--- config.mk ---
export PLATFORM = sky130hd
export DESIGN_NAME = can_rx_router
export DESIGN_NICKNAME = d
export VERILOG_FILES = /design/src/rtl/can_rxr_pkg.sv /design/src/rtl/can_rxr_filter.sv /design/src/rtl/can_rxr_prio.sv /design/src/rtl/can_rxr_bufflag.sv /design/src/rtl/can_rx_router.sv
export SDC_FILE = /design/constraint.sdc
export NUM_CORES = 1
export LEC_CHECK = 0
export ABC_AREA = 1
export BUFFER_PORTS_ARGS = -buffer_cell sky130_fd_sc_hd__buf_2
export CAP_MARGIN = 20
export CELL_PAD_IN_SITES_DETAIL_PLACEMENT = 0
export CELL_PAD_IN_SITES_GLOBAL_PLACEMENT = 1
export CORE_AREA = 2 2 183 185
export CTS_CLUSTER_SIZE = 14
export DETAILED_ROUTE_END_ITERATION = 10
export DIE_AREA = 0 0 185 187
export PLACE_DENSITY = 0.68
export SLEW_MARGIN = 20
export SYNTH_ARGS = -nofsm -noshare
export SYNTH_HDL_FRONTEND = slang
export SYNTH_SLANG_ARGS = --single-unit
--- constraint.sdc ---
create_clock -name clk -period 2.8 [get_ports clk]
set_input_delay 0.14 -clock clk [delete_from_list [all_inputs] [get_ports clk]]
set_output_delay 0.14 -clock clk [all_outputs]
set_load 0.005 [all_outputs]
--- src/rtl/can_rxr_pkg.sv ---
// Shared constants and field extraction for the acceptance router.
// Assumes the 32-bit filter/mask word layout given in the brief.
package can_rxr_pkg;

    localparam int SID_W = 11;
    localparam int EID_W = 18;
    localparam int CFG_W = 32;

    localparam logic [1:0] MODE_ANY = 2'b11;

    // Standard identifier portion of a configuration word.
    function automatic logic [SID_W-1:0] cfg_sid(input logic [CFG_W-1:0] w);
        return {w[31:24], w[23:21]};
    endfunction

    // Extended identifier portion of a configuration word.
    function automatic logic [EID_W-1:0] cfg_eid(input logic [CFG_W-1:0] w);
        return {w[17:16], w[15:0]};
    endfunction

    // Extended-enable bit of a filter word.
    function automatic logic cfg_ext(input logic [CFG_W-1:0] w);
        return w[19];
    endfunction

endpackage

--- src/rtl/can_rxr_filter.sv ---
// One acceptance comparator: masked identifier compare plus IDE qualification.
// Assumes the mask word uses the same layout as the filter word; its
// extended-enable and spare bits carry no meaning.
module can_rxr_filter
    import can_rxr_pkg::*;
(
    input  logic [CFG_W-1:0] flt_word,
    input  logic [CFG_W-1:0] msk_word,
    input  logic [SID_W-1:0] sid,
    input  logic [EID_W-1:0] eid,
    input  logic             ide,
    output logic             hit
);
    logic sid_ok;
    logic eid_ok;
    logic unused_cfg_bits;

    // Compare identifier bits selected by the mask; extended bits only for extended frames.
    always_comb begin
        sid_ok = ((sid ^ cfg_sid(flt_word)) & cfg_sid(msk_word)) == '0;
        eid_ok = ((eid ^ cfg_eid(flt_word)) & cfg_eid(msk_word)) == '0;
        hit    = (ide == cfg_ext(flt_word)) && sid_ok && (!ide || eid_ok);
    end

    assign unused_cfg_bits = ^{msk_word[20:18], flt_word[20], flt_word[18]};

endmodule

--- src/rtl/can_rxr_prio.sv ---
// Priority encoder for one filter group: lowest-numbered hit wins.
// Assumes BASE is the number of the group's first filter; with no hit the
// code defaults to BASE so that accept-any mode reports a stable value.
module can_rxr_prio #(
    parameter int N    = 2,
    parameter int BASE = 0,
    parameter int CW   = 3
) (
    input  logic [N-1:0]  hits,
    output logic          any,
    output logic [CW-1:0] code
);
    // Scan from the top so the lowest matching index is the last one written.
    always_comb begin
        any  = |hits;
        code = CW'(BASE);
        for (int i = N - 1; i >= 0; i--) begin
            if (hits[i]) code = CW'(BASE + i);
        end
    end

endmodule

--- src/rtl/can_rxr_bufflag.sv ---
// Full and overflow flags of one receive buffer.
// Assumes set and clear strobes are one cycle wide; a set wins over a clear.
module can_rxr_bufflag (
    input  logic clk,
    input  logic rst_n,
    input  logic set_full,
    input  logic clr_full,
    input  logic set_ovf,
    input  logic clr_ovf,
    output logic full,
    output logic ovf
);
    // Full flag: set by a load, cleared by the host.
    always_ff @(posedge clk) begin
        if (!rst_n)        full <= 1'b0;
        else if (set_full) full <= 1'b1;
        else if (clr_full) full <= 1'b0;
    end

    // Overflow flag: set by a dropped frame, cleared by the host.
    always_ff @(posedge clk) begin
        if (!rst_n)       ovf <= 1'b0;
        else if (set_ovf) ovf <= 1'b1;
        else if (clr_ovf) ovf <= 1'b0;
    end

endmodule

--- src/rtl/can_rx_router.sv ---
// Acceptance router: compares a completed frame against the filter bank,
// chooses buffer 0, buffer 1 (directly or by rollover) or none, and
// maintains per-buffer full/overflow flags.
// Assumes frm_valid is a single-cycle strobe and configuration is static
// while a frame is presented. Result appears one cycle after the strobe.
module can_rx_router
    import can_rxr_pkg::*;
#(
    parameter int NUM_FLT    = 6,
    parameter int G0_FLT     = 2,
    parameter int DATA_BYTES = 8
) (
    input  logic                      clk,
    input  logic                      rst_n,
    input  logic                      frm_valid,
    input  logic [10:0]               frm_sid,
    input  logic [17:0]               frm_eid,
    input  logic                      frm_ide,
    input  logic                      frm_rtr,
    input  logic [3:0]                frm_dlc,
    input  logic [8*DATA_BYTES-1:0]   frm_data,
    input  logic [NUM_FLT*32-1:0]     flt_cfg,
    input  logic [63:0]               msk_cfg,
    input  logic [1:0]                b0_mode,
    input  logic                      b0_roll,
    input  logic [1:0]                b1_mode,
    input  logic [1:0]                full_clr,
    input  logic [1:0]                ovf_clr,
    output logic                      ld_valid,
    output logic                      ld_buf,
    output logic [$clog2(NUM_FLT)-1:0] ld_hit,
    output logic [10:0]               ld_sid,
    output logic [17:0]               ld_eid,
    output logic                      ld_ide,
    output logic                      ld_rtr,
    output logic [3:0]                ld_dlc,
    output logic [8*DATA_BYTES-1:0]   ld_data,
    output logic [1:0]                buf_full,
    output logic [1:0]                buf_ovf
);
    localparam int G1_FLT = NUM_FLT - G0_FLT;
    localparam int HIT_W  = $clog2(NUM_FLT);

    logic [NUM_FLT-1:0] hits;
    logic               any0, any1;
    logic [HIT_W-1:0]   code0, code1;
    logic               want0, want1;
    logic               do_load;
    logic               tgt;
    logic [HIT_W-1:0]   tgt_code;
    logic [1:0]         set_full;
    logic [1:0]         set_ovf;

    // Filter bank: first group under mask 0, the rest under mask 1.
    for (genvar i = 0; i < NUM_FLT; i++) begin : g_flt
        if (i < G0_FLT) begin : g_m0
            can_rxr_filter u_flt (
                .flt_word (flt_cfg[32*i +: 32]),
                .msk_word (msk_cfg[31:0]),
                .sid      (frm_sid),
                .eid      (frm_eid),
                .ide      (frm_ide),
                .hit      (hits[i])
            );
        end else begin : g_m1
            can_rxr_filter u_flt (
                .flt_word (flt_cfg[32*i +: 32]),
                .msk_word (msk_cfg[63:32]),
                .sid      (frm_sid),
                .eid      (frm_eid),
                .ide      (frm_ide),
                .hit      (hits[i])
            );
        end
    end

    can_rxr_prio #(.N(G0_FLT), .BASE(0), .CW(HIT_W)) u_prio0 (
        .hits (hits[G0_FLT-1:0]),
        .any  (any0),
        .code (code0)
    );

    can_rxr_prio #(.N(G1_FLT), .BASE(G0_FLT), .CW(HIT_W)) u_prio1 (
        .hits (hits[NUM_FLT-1:G0_FLT]),
        .any  (any1),
        .code (code1)
    );

    // Routing decision: buffer 0 first, rollover next, buffer 1 last.
    always_comb begin
        want0    = (b0_mode == MODE_ANY) || any0;
        want1    = (b1_mode == MODE_ANY) || any1;
        do_load  = 1'b0;
        tgt      = 1'b0;
        tgt_code = code0;
        set_ovf  = 2'b00;
        if (frm_valid) begin
            if (want0) begin
                if (!buf_full[0]) begin
                    do_load = 1'b1;
                end else if (b0_roll) begin
                    tgt = 1'b1;
                    if (!buf_full[1]) do_load    = 1'b1;
                    else              set_ovf[1] = 1'b1;
                end else begin
                    set_ovf[0] = 1'b1;
                end
            end else if (want1) begin
                tgt      = 1'b1;
                tgt_code = code1;
                if (!buf_full[1]) do_load    = 1'b1;
                else              set_ovf[1] = 1'b1;
            end
        end
        set_full[0] = do_load && !tgt;
        set_full[1] = do_load && tgt;
    end

    // Load port: one-cycle strobe with a registered copy of the frame.
    always_ff @(posedge clk) begin
        if (!rst_n) begin
            ld_valid <= 1'b0;
            ld_buf   <= 1'b0;
            ld_hit   <= '0;
            ld_sid   <= '0;
            ld_eid   <= '0;
            ld_ide   <= 1'b0;
            ld_rtr   <= 1'b0;
            ld_dlc   <= '0;
            ld_data  <= '0;
        end else begin
            ld_valid <= do_load;
            if (do_load) begin
                ld_buf  <= tgt;
                ld_hit  <= tgt_code;
                ld_sid  <= frm_sid;
                ld_eid  <= frm_eid;
                ld_ide  <= frm_ide;
                ld_rtr  <= frm_rtr;
                ld_dlc  <= frm_dlc;
                ld_data <= frm_data;
            end
        end
    end

    for (genvar b = 0; b < 2; b++) begin : g_buf
        can_rxr_bufflag u_flag (
            .clk      (clk),
            .rst_n    (rst_n),
            .set_full (set_full[b]),
            .clr_full (full_clr[b]),
            .set_ovf  (set_ovf[b]),
            .clr_ovf  (ovf_clr[b]),
            .full     (buf_full[b]),
            .ovf      (buf_ovf[b])
        );
    end

endmodule

# --- Yosys cells after proc, flatten, opt, wreduce, memory -nomap -nowiden ---
# Cells that the tools add are included.
classes:
  n_bitwise: 24
  mux: 36
  n_reduce_logical: 42
  eq_ne: 8
ops:
  columns: ["op", "count"]
  rows:
  - ["$and 18x18->18", 6]
  - ["$logic_not 18->1", 6]
  - ["$xor 18x18->18", 6]
  - ["$and 11x11->11", 6]
  - ["$logic_not 11->1", 6]
  - ["$xor 11x11->11", 6]
  - ["$mux 1", 27]
  - ["$mux 3", 7]
  - ["$logic_and 1x1->1", 14]
  - ["$logic_or 1x1->1", 8]
  - ["$reduce_bool 2->1", 4]
  - ["$eq 1x1->1", 6]
  - ["$eq 2x2->1 const B", 2]
  - ["$mux 2", 2]
  - ["$reduce_or 4->1", 1]
  - ["$logic_not 1->1", 2]
  - ["$reduce_or 2->1", 1]
totals:
  output_inout_bits: 108
  elab_cells: 123
  ff_bits: 108

# --- Longest topological paths before layout ---
# Gate-level depths: netlist of the first run.
logic_depth:
  depth_word: 13
  mapped_depth: 20
  ltp_nobuf: 17

# --- By module ---
# From an unflattened synthesis of the first run, not the netlist that was laid out.
hier_totals:
  hier_cells: 1523
  hier_area_um2: 8199.1
modules_own_cells:
  columns: ["mod", "area_each_um2", "cells_each", "seq_area_each_um2", "n_inst"]
  rows:
  - ["can_rx_router", 4718.3, 710, 2082.0, 1]
  - ["can_rxr_filter", 541.8, 129, 0.0, 6]
  - ["can_rxr_bufflag", 76.3, 11, 40.0, 2]
  - ["can_rxr_prio (u_prio1)", 43.8, 10, 0.0, 1]
  - ["can_rxr_prio (u_prio0)", 33.8, 7, 0.0, 1]

# --- Worst setup path before layout of the first run ---
# OpenSTA, ideal clock, no wires.
synth_path:
  kind: "in2reg"
  from: "input port frm_eid[7]"
  to: "register ld_data[10]"
  path_buffers: 3
  slack_ps: 1006
  path_stages: 18
  t_required_ps: 2687
  t_arrival_ps: 1681
  path_cell_list: "buf_2 or2_1 nand3_1 nand2_1 nor2_1 nand2_1 nor2_1 nand2_1 nand2_1 nand2_1 nand3_2 a21boi_4 nand2_2 inv_2 buf_8 buf_6 nor2_1 nor2_1"
synth_via:
  elab_chain_len: 10
  elab_cells_between_ends: 37
  classes_between: "3 x mux; 12 x bitwise; 22 x reduce/logical"
synth_lines:
  columns: ["element", "line_no", "text"]
  rows:
  - ["start, declared", "can_rx_router.sv:17", "input logic [17:0] frm_eid,"]
  - ["$xor 18x18->18", "can_rxr_filter.sv:21", "eid_ok = ((eid ^ cfg_eid(flt_word)) & cfg_eid(msk_word)) == '0;"]
  - ["$and 18x18->18", "can_rxr_filter.sv:21", null]
  - ["$logic_not 18->1", "can_rxr_filter.sv:21", null]
  - ["$logic_or 1x1->1", "can_rxr_filter.sv:22", "hit = (ide == cfg_ext(flt_word)) && sid_ok && (!ide || eid_ok);"]
  - ["$logic_and 1x1->1", "can_rxr_filter.sv:22", null]
  - ["$reduce_or 4->1", "can_rxr_prio.sv:15", "any = |hits;"]
  - ["$logic_or 1x1->1", "can_rx_router.sv:92", "want1 = (b1_mode == MODE_ANY) || any1;"]
  - ["$mux 1", "can_rx_router.sv:108", "end else if (want1) begin"]
  - ["$mux 1 (*)", "can_rx_router.sv:98", "if (want0) begin"]
  - ["$mux 1 (*)", "can_rx_router.sv:97", "if (frm_valid) begin"]
  - ["end signal, assigned", "can_rx_router.sv:141", "ld_data <= frm_data;"]
  - ["end, declared", "can_rx_router.sv:37", "output logic [8*DATA_BYTES-1:0] ld_data,"]
# Mark *: on every way between the ends. The rest lies on a longest branch, timed or not.
# A chain may end at the register's enable or synchronous reset.

# --- Worst setup path in the final report of the first run ---
layout_path:
  from: "input port frm_eid[3]"
  to: "register ld_data[59]"
# Same word-level chain as after synthesis.

==> results of run 1 <==
-- worst min-delay path, stage by stage --
cell     delay (ps)
buf_2            80
inv_1            30
nand2_1          50
a21oi_1          50
-- state kept, by name (all words and copies together), names as in the netlist --
signal	flops
ld_data	64
ld_eid	18
ld_sid	11
ld_dlc	4
ld_hit	3
g_buf.u_flag.full	2
g_buf.u_flag.ovf	2
ld_buf	1
ld_ide	1
ld_rtr	1
ld_valid	1
-- Yosys cell counts, drive strengths merged --
cell / n
nand2: 384
nor2: 269
nand3: 143
dfxtp: 108
nand3b: 85
or2: 76
buf: 75
inv: 68
o21ai: 31
a21oi: 22
xor2: 20
nand4: 19
nor3: 9
xnor2: 5
clkbuf: 4
o21bai: 3
o22ai: 3
a21boi: 1
o2111ai: 1
-- final cells by class --
type | instances | area [um^2] | share of cell area (%)
multi-input combinational | 1071 | 5020 | 46.8
timing repair buffer | 467 | 2420 | 22.5
sequential | 108 | 2160 | 20.2
tap | 448 | 561 | 5.23
inverter | 68 | 256 | 2.39
clock buffer | 9 | 225 | 2.10
clock inverter | 7 | 80.1 | 0.747
-- metal layers --
layer	share of wire [%]	track usage [%]
met2	47	32.3
met3	8.6	5.35
met5	0.11	0
met1	42	21.4
met4	1.9	4.79
-- cells by family (layout without fill, tap and decap cells) --
group	count (synthesis)	count (layout)	share of synthesized area, %
and+or+nand+nor	985	985	56.3
AOI/OAI and AO/OA	61	61	4.26
buffers and inverters	147	551	9.39
xor gates and xnor gates	25	25	2.76
DFF	108	108	27.3
-- metrics by stage --
step	total power, mW	setup slack [ps]	std cells	utilization [%]
2_1_floorplan	2.51	1010	1326	-
3_3_place_gp	3.11	165	2162	31.7
3_5_place_dp	3.13	162	2162	31.7
4_1_cts	4.48	547	2178	32.6
5_1_grt	4.71	314	2178	32.6
6_report	4.38	635	2178	32.6
-- power by group through the flow --
stage	Sequential, mW	Combinational, mW	Clock, mW
2_1_floorplan	1.78	0.740	0
3_3_place_gp	1.76	1.35	0
3_5_place_dp	1.76	1.36	0
4_1_cts	1.73	1.37	1.38
5_1_grt	1.74	1.53	1.43
6_report	1.72	1.34	1.31
-- worst max-delay path by stage --
stage / startpoint / to / slack, ps / depth (start not counted)
2_1_floorplan: frm_eid[7] / ld_data[10]$_SDFFE_PN0P_ / 1010 / 18
3_3_place_gp: frm_eid[3] / ld_data[43]$_SDFFE_PN0P_ / 160 / 17
3_5_place_dp: frm_eid[3] / ld_data[59]$_SDFFE_PN0P_ / 160 / 17
4_1_cts: frm_eid[3] / ld_eid[1]$_SDFFE_PN0P_ / 550 / 17
5_1_grt: frm_eid[3] / ld_eid[12]$_SDFFE_PN0P_ / 310 / 17
6_report: frm_eid[3] / ld_data[59]$_SDFFE_PN0P_ / 630 / 17
==> results.sh, run 1 <==
export IMPL_outcome="finished, final reports clean"
export IMPL_hp_class="input port to register"
export IMPL_dr_total_vias=9546
export IMPL_cp_slowest_cell="or2_2"
export IMPL_htreeDepth=3
export IMPL_regToRegSetupSlack_ps=1070
export IMPL_end_kind="register"
export IMPL_drt_vias_per_instance=4.38
export IMPL_power_frac_seq_pct=39.3
export IMPL_drt_wl_total_um=32300
export IMPL_cellLeakagePower_nw=5.65
export IMPL_cp_buffers_inverters=3
export IMPL_ir_worst_vdd_uv=252
export IMPL_maxSlewHeadroom_pct=62.9
export IMPL_cp_max_fo=40
export IMPL_min_period_ps=2170
export IMPL_maxCapViolCount=0
export IMPL_worst_hold_slack_ps=34.4
export IMPL_drc=0
export IMPL_core_rowCount=67
export IMPL_hp_start="ovf_clr[0]"
export IMPL_r2r_start="g_buf[1].u_flag.full$_SDFFE_PN0P_"
export IMPL_finalSetupTns_ps=0
export IMPL_design_area_mm2=0.0107
export IMPL_syn_nets=1693
export IMPL_synth_area_leaders="dfxtp_1, nand2_1, nor2_1"
export IMPL_slowest_delay_ps=310
export IMPL_n_fill_cell=3792
export IMPL_drive_above_1_share_pct=29.7
export IMPL_nets=2092
export IMPL_syn_cell_area_mm2=0.00793
export IMPL_p_sw_mw=1.49
export IMPL_drt_pass1_iterations=4
export IMPL_min_to="g_buf[0].u_flag.ovf$_SDFFE_PN0P_"
export IMPL_start_util_pct=24.1
export IMPL_p_comb_share_pct=30.7
export IMPL_clockBufferDepth=2
export IMPL_min_path_cells=4
export IMPL_drv_slew=0
export IMPL_final_cell_mix="buf_2, nand2_1, nor2_1, nand3_1, dfxtp_1"
export IMPL_synth_seq_area_share_pct=27.3
export IMPL_place_congestion=0.859
export IMPL_swShare_pct=34.1
export IMPL_io_pins=475
export IMPL_cp_arrival_ps=2420
export IMPL_clock_fmax_mhz=462
export IMPL_grt_setup_unrepaired="false"
export IMPL_clk_latency_ps=360
export IMPL_ff2ff_path_depth=7
export IMPL_fin_skew_ps=10.7
export IMPL_antenna_left=0
export IMPL_post_cts_repair_setup_buffers=0
export IMPL_antenna_found_initial=3
export IMPL_start_kind="input port"
export IMPL_cp_common_cell="nand2_1"
export IMPL_critical_path_required_ps=3060
export IMPL_portBuffers=456
export IMPL_synth_top_area_cell="dfxtp_1"
export IMPL_hold_violations=0
export IMPL_cts_clk_slew_worst_paths_ps=80
export IMPL_postCtsHoldBufs=0
export IMPL_fp_dieW_um=185
export IMPL_syn2layout_area_growth_pct=35.3
export IMPL_synthCells=1326
export IMPL_grt_pass1_wl_um=49300
export IMPL_cts_sinks=108
export IMPL_die_y_um=187
export IMPL_cts_buffers=9
export IMPL_first_global_vias=9097
export IMPL_reg2reg_to="ld_dlc[1]$_SDFFE_PN0P_"
export IMPL_drtIter0Drc=318
export IMPL_core_region_area_mm2=0.0329
export IMPL_dp_hpwl_um=26700
export IMPL_wire_per_inst_um=14.8
export IMPL_finalSetupViolations=0
export IMPL_diodes=0
export IMPL_worstSetupPathType="input port to register"
export IMPL_p_per_area_mw_per_mm2=409
export IMPL_cts_resized=0
export IMPL_grt_use_total_pct=18.3
export IMPL_overflow=0
export IMPL_min_period_over_period_pct=77.3
export IMPL_path_delay_family="simple AND/OR/NAND/NOR gates"
export IMPL_synth_seq_cells=108
export IMPL_ys_warnings_count=0
export IMPL_dpl_cell_area_mm2=0.0104
export IMPL_ys_types=32
export IMPL_final_common_cell="buf_2"
export IMPL_die_area_mm2=0.0346
export IMPL_syn_avg_cell_area_um2=5.98
export IMPL_clockRootBuffer="clkbuf_16"
export IMPL_grt_start_max_net_pins=103
export IMPL_crit_chain="buf_2 > or2_2 > nand3_1 > nand2_1 > nor2_1 > nand2_1 > nor2_1 > nand2_1 > nand2_1 > nand2_1 > nand3_2 > a21boi_4 > nand2_2 > clkinv_2 > buf_12 > nor2_1 > nor2_1"
export IMPL_yosys_area_top_type_share_pct=27.3
export IMPL_cts_tree="built"
export IMPL_intPower_mw=2.89
export IMPL_max_slew_worst_pin_slew_ps=557
export IMPL_clkPwrFrac_pct=30.0
Power figures use the tool's default switching activity.
==> run 2: changes to the inputs <==
- CORE_AREA: 2 2 183 185 -> 2 2 182 184
- DIE_AREA: 0 0 185 187 -> 0 0 184 186
- PLACE_DENSITY: 0.68 -> 0.69
- clock period: 2.8 -> 2 ns (I/O delays scaled with it)
==> results.sh, run 2 (synthesis gave the netlist of run 1 again) <==
export IMPL_outcome="finished, final reports clean"
export IMPL_dpl_cell_area_mm2=0.0111
export IMPL_overflow=0
export IMPL_cp_common_cell="nand2_2"
export IMPL_maxCapViolCount=0
export IMPL_ir_worst_vdd_uv=354
export IMPL_wire_per_inst_um=16.0
export IMPL_hp_class="input port to register"
export IMPL_cts_tree="built"
export IMPL_final_cell_mix="buf_2, nand2_1, nor2_1, nand3_1, dfxtp_1"
export IMPL_largest_reg_flops=64
export IMPL_grt_busiest_layer="met2"
export IMPL_regArea_mm2=0.00216
export IMPL_finalSetupViolations=0
export IMPL_p_total_mw=6.65
export IMPL_drt_pass1_iterations=4
export IMPL_clockRootBuffer="clkbuf_16"
export IMPL_cts_buffers=9
export IMPL_fp_dieW_um=184
export IMPL_cp_slowest_cell="or2_2"
export IMPL_grt_util_met3_pct=5.60
export IMPL_antenna_left=0
export IMPL_drc=0
export IMPL_top_register="ld_data"
export IMPL_die_y_um=186
export IMPL_critical_path_required_ps=2300
export IMPL_maxSlewHeadroom_pct=76.5
export IMPL_start_util_pct=24.6
export IMPL_clockBufferDepth=2
export IMPL_clock_fmax_mhz=526
export IMPL_path_delay_family="simple AND/OR/NAND/NOR gates"
export IMPL_max_slew_worst_pin_slew_ps=352
export IMPL_slowest_delay_ps=300
export IMPL_p_per_area_mw_per_mm2=547
export IMPL_met2_usage_pct=34.9
export IMPL_syn2layout_area_growth_pct=53.4
export IMPL_dp_slack_ps=-581
export IMPL_grt_pass1_wl_um=51900
export IMPL_drt_wl_total_um=36100
export IMPL_grt_start_max_net_pins=66
export IMPL_drv_slew=0
export IMPL_cellLeakagePower_nw=6.42
export IMPL_design_area_mm2=0.0122
export IMPL_cp_buffers_inverters=4
export IMPL_min_period_over_period_pct=95.0
export IMPL_min_period_ps=1900
export IMPL_multi_input_comb_area_mm2=0.00521
export IMPL_antenna_found_initial=6
export IMPL_gr_usage_met1_pct=23.3
export IMPL_place_congestion=0.827
export IMPL_worst_slack_ps=100
export IMPL_first_global_vias=9469
export IMPL_htreeDepth=3
export IMPL_core_region_area_mm2=0.0322
export IMPL_drtIter0Drc=403
export IMPL_n_fill_cell=3601
export IMPL_fin_skew_ps=11.0
export IMPL_portBuffers=456
export IMPL_drive_above_1_share_pct=35.9
export IMPL_start_kind="input port"
export IMPL_worstSetupPathType="input port to register"
export IMPL_crit_chain="buf_6 > buf_6 > or2_2 > nand3_2 > nand2_2 > nor2_4 > nand2_2 > nor2_4 > nand2_2 > nand2_2 > nand2_4 > nand3_4 > a21boi_4 > buf_4 > buf_16 > nand3b_1 > nand2_1 > nor2_1"
export IMPL_final_common_cell="buf_2"
export IMPL_drt_vias_per_instance=4.49
export IMPL_cp_max_fo=33
export IMPL_cp_arrival_ps=2200
export IMPL_nets=2202
export IMPL_end_kind="register"
export IMPL_cts_sinks=108
export IMPL_cts_clk_slew_worst_paths_ps=90
export IMPL_grt_use_total_pct=19.8
export IMPL_dr_total_vias=10100
export IMPL_hold_violations=0
export IMPL_reg_top3="ld_data x64, ld_eid x18, ld_sid x11"
export IMPL_clk_latency_ps=360
export IMPL_dp_hpwl_um=28700
export IMPL_core_rowCount=66
export IMPL_die_area_mm2=0.0342
export IMPL_io_pins=475
[run 2: worst reg2reg max path, delay by kind of cell, from the launching register on]
family / cells / cell delay [ps]
flops: 1 / 500
simple gates: 5 / 720
compound gates: 1 / 120
buf+inv: 2 / 350
[run 2: where the power goes]
part,internal [mW],switching [mW],leakage [nW],total (mW)
sequential,2.33,0.0919,0.889,2.42
combinational,1.16,1.21,5.38,2.37
clock,0.897,0.959,0.150,1.86
[run 2: layout make-up]
type,instances,area share [%]
Multi-Input combinational cell,1071,42.9
Timing Repair Buffer,577,30.4
Sequential cell,108,17.8
Tap cell,408,4.20
Inverter,68,2.14
Clock buffer,9,1.85
Clock inverter,7,0.618
Antenna cell,5,0.103
[run 2: worst paths after layout]
kind,startpoint,cells past startpoint,endpoint,slack (ps)
max reg2reg,g_buf[1].u_flag.full$_SDFFE_PN0P_,8,ld_data[37]$_SDFFE_PN0P_,270
max,frm_eid[3],18,ld_data[37]$_SDFFE_PN0P_,100
min,frm_data[15],4,ld_data[15]$_SDFFE_PN0P_,30
min reg2reg,ld_buf$_SDFFE_PN0P_,2,ld_buf$_SDFFE_PN0P_,470
[run 2: routing by layer]
layer | part of all wire, % | vias up
li1 | - | 5233
met1 | 42 | 4495
met2 | 47 | 347
met3 | 8.2 | 44
met4 | 2.2 | 2
met5 | 0.039 | -
[run 2: through the flow]
stage | std cells | TNS, ps | utilization, % | hold WS, ps
2_1_floorplan | 1326 | 0 | - | 255
3_3_place_gp | 2198 | -51890 | 34.4 | 358
3_5_place_dp | 2198 | -53370 | 34.4 | 361
4_1_cts | 2230 | 0 | 36.4 | 16.2
5_1_grt | 2251 | -0.268 | 37.7 | 25.0
6_report | 2253 | 0 | 37.7 | 31.1
[run 2: timing repair]
item                       4_1_cts  5_1_grt
setup buffers                    9        9
hold endpoints to repair         4        0
gates cloned                     3        9
resized for setup               34       38
hold buffers                     4        0
pin swaps                       10       23
setup endpoints to repair      106      104
==> run 3: changes to the inputs <==
- ABC_AREA: 1 -> not set
- CORE_AREA: 2 2 182 184 -> 2 2 185 187
- DIE_AREA: 0 0 184 186 -> 0 0 187 189
- PLACE_DENSITY: 0.69 -> 0.56
==> results.sh, run 3 <==
export IMPL_outcome="complete, but fails checks"
export IMPL_violations="setup timing"
export IMPL_synth_top_flop_cell="dfxtp_1"
export IMPL_start_kind="input port"
export IMPL_drt_vias_per_instance=4.23
export IMPL_antenna_left=0
export IMPL_clockBufferDepth=2
export IMPL_clk_latency_ps=360
export IMPL_synth_xor_area_share_pct=23.4
export IMPL_antenna_found_initial=4
export IMPL_syn_avg_cell_area_um2=9.33
export IMPL_synth_edf_count=0
export IMPL_syn2layout_area_growth_pct=74.7
export IMPL_grt_setup_unrepaired="true"
export IMPL_portBuffers=456
export IMPL_worst_hold_slack_ps=27.4
export IMPL_cp_common_cell="buf_12"
export IMPL_drc=0
export IMPL_synth_top_family_by_area="XOR/XNOR gates"
export IMPL_grt_pass1_wl_um=48900
export IMPL_synth_most_common_cell="xor2_1"
export IMPL_clockRootBuffer="clkbuf_16"
export IMPL_synthCells=715
export IMPL_synth_fa_ha_area_share_pct=0
export IMPL_reg_top3="ld_data x64, ld_eid x18, ld_sid x11"
export IMPL_drv_slew=0
export IMPL_final_instance_count_excl_fill=1779
export IMPL_die_y_um=189
export IMPL_critical_path_required_ps=2250
export IMPL_path_delay_family="compound AO/OA/AOI/OAI gates"
export IMPL_p_per_area_mw_per_mm2=564
export IMPL_synth_seq_area_share_pct=32.4
export IMPL_place_congestion=0.928
export IMPL_cp_buffers_inverters=5
export IMPL_worstSetupPathType="input port to register"
export IMPL_drt_pass1_iterations=6
export IMPL_first_global_vias=8115
export IMPL_die_area_mm2=0.0353
export IMPL_ys_warnings_count=0
export IMPL_maxCapViolCount=0
export IMPL_hp_class="input port to register"
export IMPL_dp_hpwl_um=27600
export IMPL_synth_area_leaders="dfxtp_1, xor2_1, mux2i_1"
export IMPL_yosys_area_top_type_share_pct=32.4
export IMPL_largest_reg_flops=64
export IMPL_start_util_pct=20.0
export IMPL_min_period_ps=2320
export IMPL_nets=1691
export IMPL_drive_above_1_share_pct=47.2
export IMPL_final_util_pct=35.0
export IMPL_final_cell_mix="buf_2, xor2_1, dfxtp_1, buf_4, nor2_1"
export IMPL_slowest_delay_ps=350
export IMPL_synth_compound_area_share_pct=12.3
export IMPL_hold_violations=0
export IMPL_finalSetupViolations=106
export IMPL_fp_dieW_um=187
export IMPL_final_common_cell="buf_2"
export IMPL_fin_skew_ps=11.4
export IMPL_maxSlewHeadroom_pct=68.4
export IMPL_grt_use_total_pct=18.4
export IMPL_ys_types=41
export IMPL_syn_nets=1082
export IMPL_ir_worst_vdd_uv=435
export IMPL_min_period_over_period_pct=116
export IMPL_top_register="ld_data"
export IMPL_io_pins=475
export IMPL_syn_cell_area_mm2=0.00667
export IMPL_cp_slowest_cell="a2111oi_4"
export IMPL_placedCellCount=1671
export IMPL_cellLeakagePower_nw=6.19
export IMPL_drt_wl_total_um=33600
export IMPL_drtIter0Drc=207
export IMPL_n_fill_cell=3528
export IMPL_worst_slack_ps=-320
export IMPL_synthArstFlopShare_pct=0
export IMPL_max_slew_worst_pin_slew_ps=474
export IMPL_synth_seq_cells=108
export IMPL_overflow=0
export IMPL_synthSimpleGateAreaFrac_pct=10.6
export IMPL_grt_start_max_net_pins=64
export IMPL_dr_total_vias=7525
export IMPL_core_rowCount=67
export IMPL_wire_per_inst_um=18.9
export IMPL_end_kind="register"
export IMPL_core_region_area_mm2=0.0333
export IMPL_cts_clk_slew_worst_paths_ps=80
export IMPL_cp_max_fo=7
export IMPL_cts_buffers=9
export IMPL_cp_arrival_ps=2570
export IMPL_cts_sinks=108
export IMPL_clock_fmax_mhz=431
export IMPL_htreeDepth=3
export IMPL_synthTopCellsByCount="xor2_1, dfxtp_1, nor2_1"
export IMPL_synth_top_area_cell="dfxtp_1"
export IMPL_crit_chain="buf_12 > buf_4 > xor2_1 > a22oi_1 > nand4_1 > a2111oi_4 > o21ai_2 > and3_4 > a31oi_4 > buf_12 > buf_12 > clkbuf_16 > mux2i_1 > nor2_1"
export IMPL_cts_tree="built"
export IMPL_synth_mux_area_share_pct=15.0
-- run 3: cell types whose count changed after synthesis, moves of 13 or more --
| cell | delta |
|---|---|
| inv_1 | -51 |
| or2_0 | -13 |
| o21ai_0 | -17 |
| nor2_1 | -163 |
| nand3_1 | -137 |
| xor2_1 | +158 |
| nand2_1 | -362 |
| buf_2 | -28 |
| mux2i_1 | +100 |
| or2_1 | -54 |
| o21ai_1 | -13 |
| inv_2 | -15 |
| a22oi_1 | +61 |
| nand3b_1 | -84 |
-- run 3: final timing paths --
path                                startpoint                       end  slack [ps]  depth (start not counted)
max                                 frm_eid[1]  ld_data[63]$_SDFFE_PN0P_        -320                         14
min                               frm_data[38]  ld_data[38]$_SDFFE_PN0P_          30                          3
max reg2reg  g_buf[1].u_flag.full$_SDFFE_PN0P_  ld_data[63]$_SDFFE_PN0P_         290                          9
min reg2reg             ld_hit[1]$_SDFFE_PN0P_    ld_hit[1]$_SDFFE_PN0P_         460                          2
-- run 3: cell type report --
| cell class | count | area (um^2) | share of cell area, % |
|---|---|---|---|
| inverter | 3 | 13.8 | 0.118 |
| antenna | 3 | 7.51 | 0.0644 |
| tap | 448 | 561 | 4.81 |
| clock buffer | 9 | 225 | 1.93 |
| multi-input combinational | 547 | 4270 | 36.6 |
| sequential | 108 | 2160 | 18.5 |
| timing repair buffer | 655 | 4340 | 37.2 |
| clock inverter | 6 | 83.8 | 0.719 |
-- run 3: cells by family after synthesis --
kind of cell           Yosys count
XOR/XNOR                       178
AND/OR/NAND/NOR                162
flip-flops                     108
AO/OA/AOI/OAI                  107
multiplexers                   100
buffers and inverters           60
-- run 3: through the flow --
step | TNS, ps | instance area (um^2) | total power [mW] | worst slack, ps
floorplan | -15670 | 6780 | 3.41 | -198
global placement | -95510 | 10100 | 4.44 | -940
detailed placement | -95490 | 10100 | 4.45 | -941
CTS | -23020 | 11600 | 6.72 | -307
global route | -40800 | 11700 | 6.97 | -472
finish | -24160 | 11700 | 6.58 | -320
-- run 3: per-layer routing --
metal,up-vias,GRT usage (%),routed length [um]
met4,2,5.98,956
met2,312,34.4,17200
met5,-,0,15
met1,3474,19.6,13000
met3,43,5.43,2410
li1,3694,-,-
-- run 3: timing repair --
action | in CTS | in global routing
gates resized for setup | 70 | 8
gates cloned | 2 | 1
setup buffers | 15 | 7
endpoints found under the setup margin | 108 | 107
hold buffers | 70 | 0
hold endpoints to repair | 70 | 0
pin swaps | 22 | 13
-- run 3: power breakdown --
part           switching, mW  internal (mW)
combinational           1.05           1.23
clock                  0.927          0.999
sequential            0.0736           2.30
-- run 3: tightest hold or removal path: cells and delay by family --
kind / cells / cell delay [ps]
and+or+nand+nor: 1 / 90
muxes: 1 / 60
buffers and inverters: 1 / 100
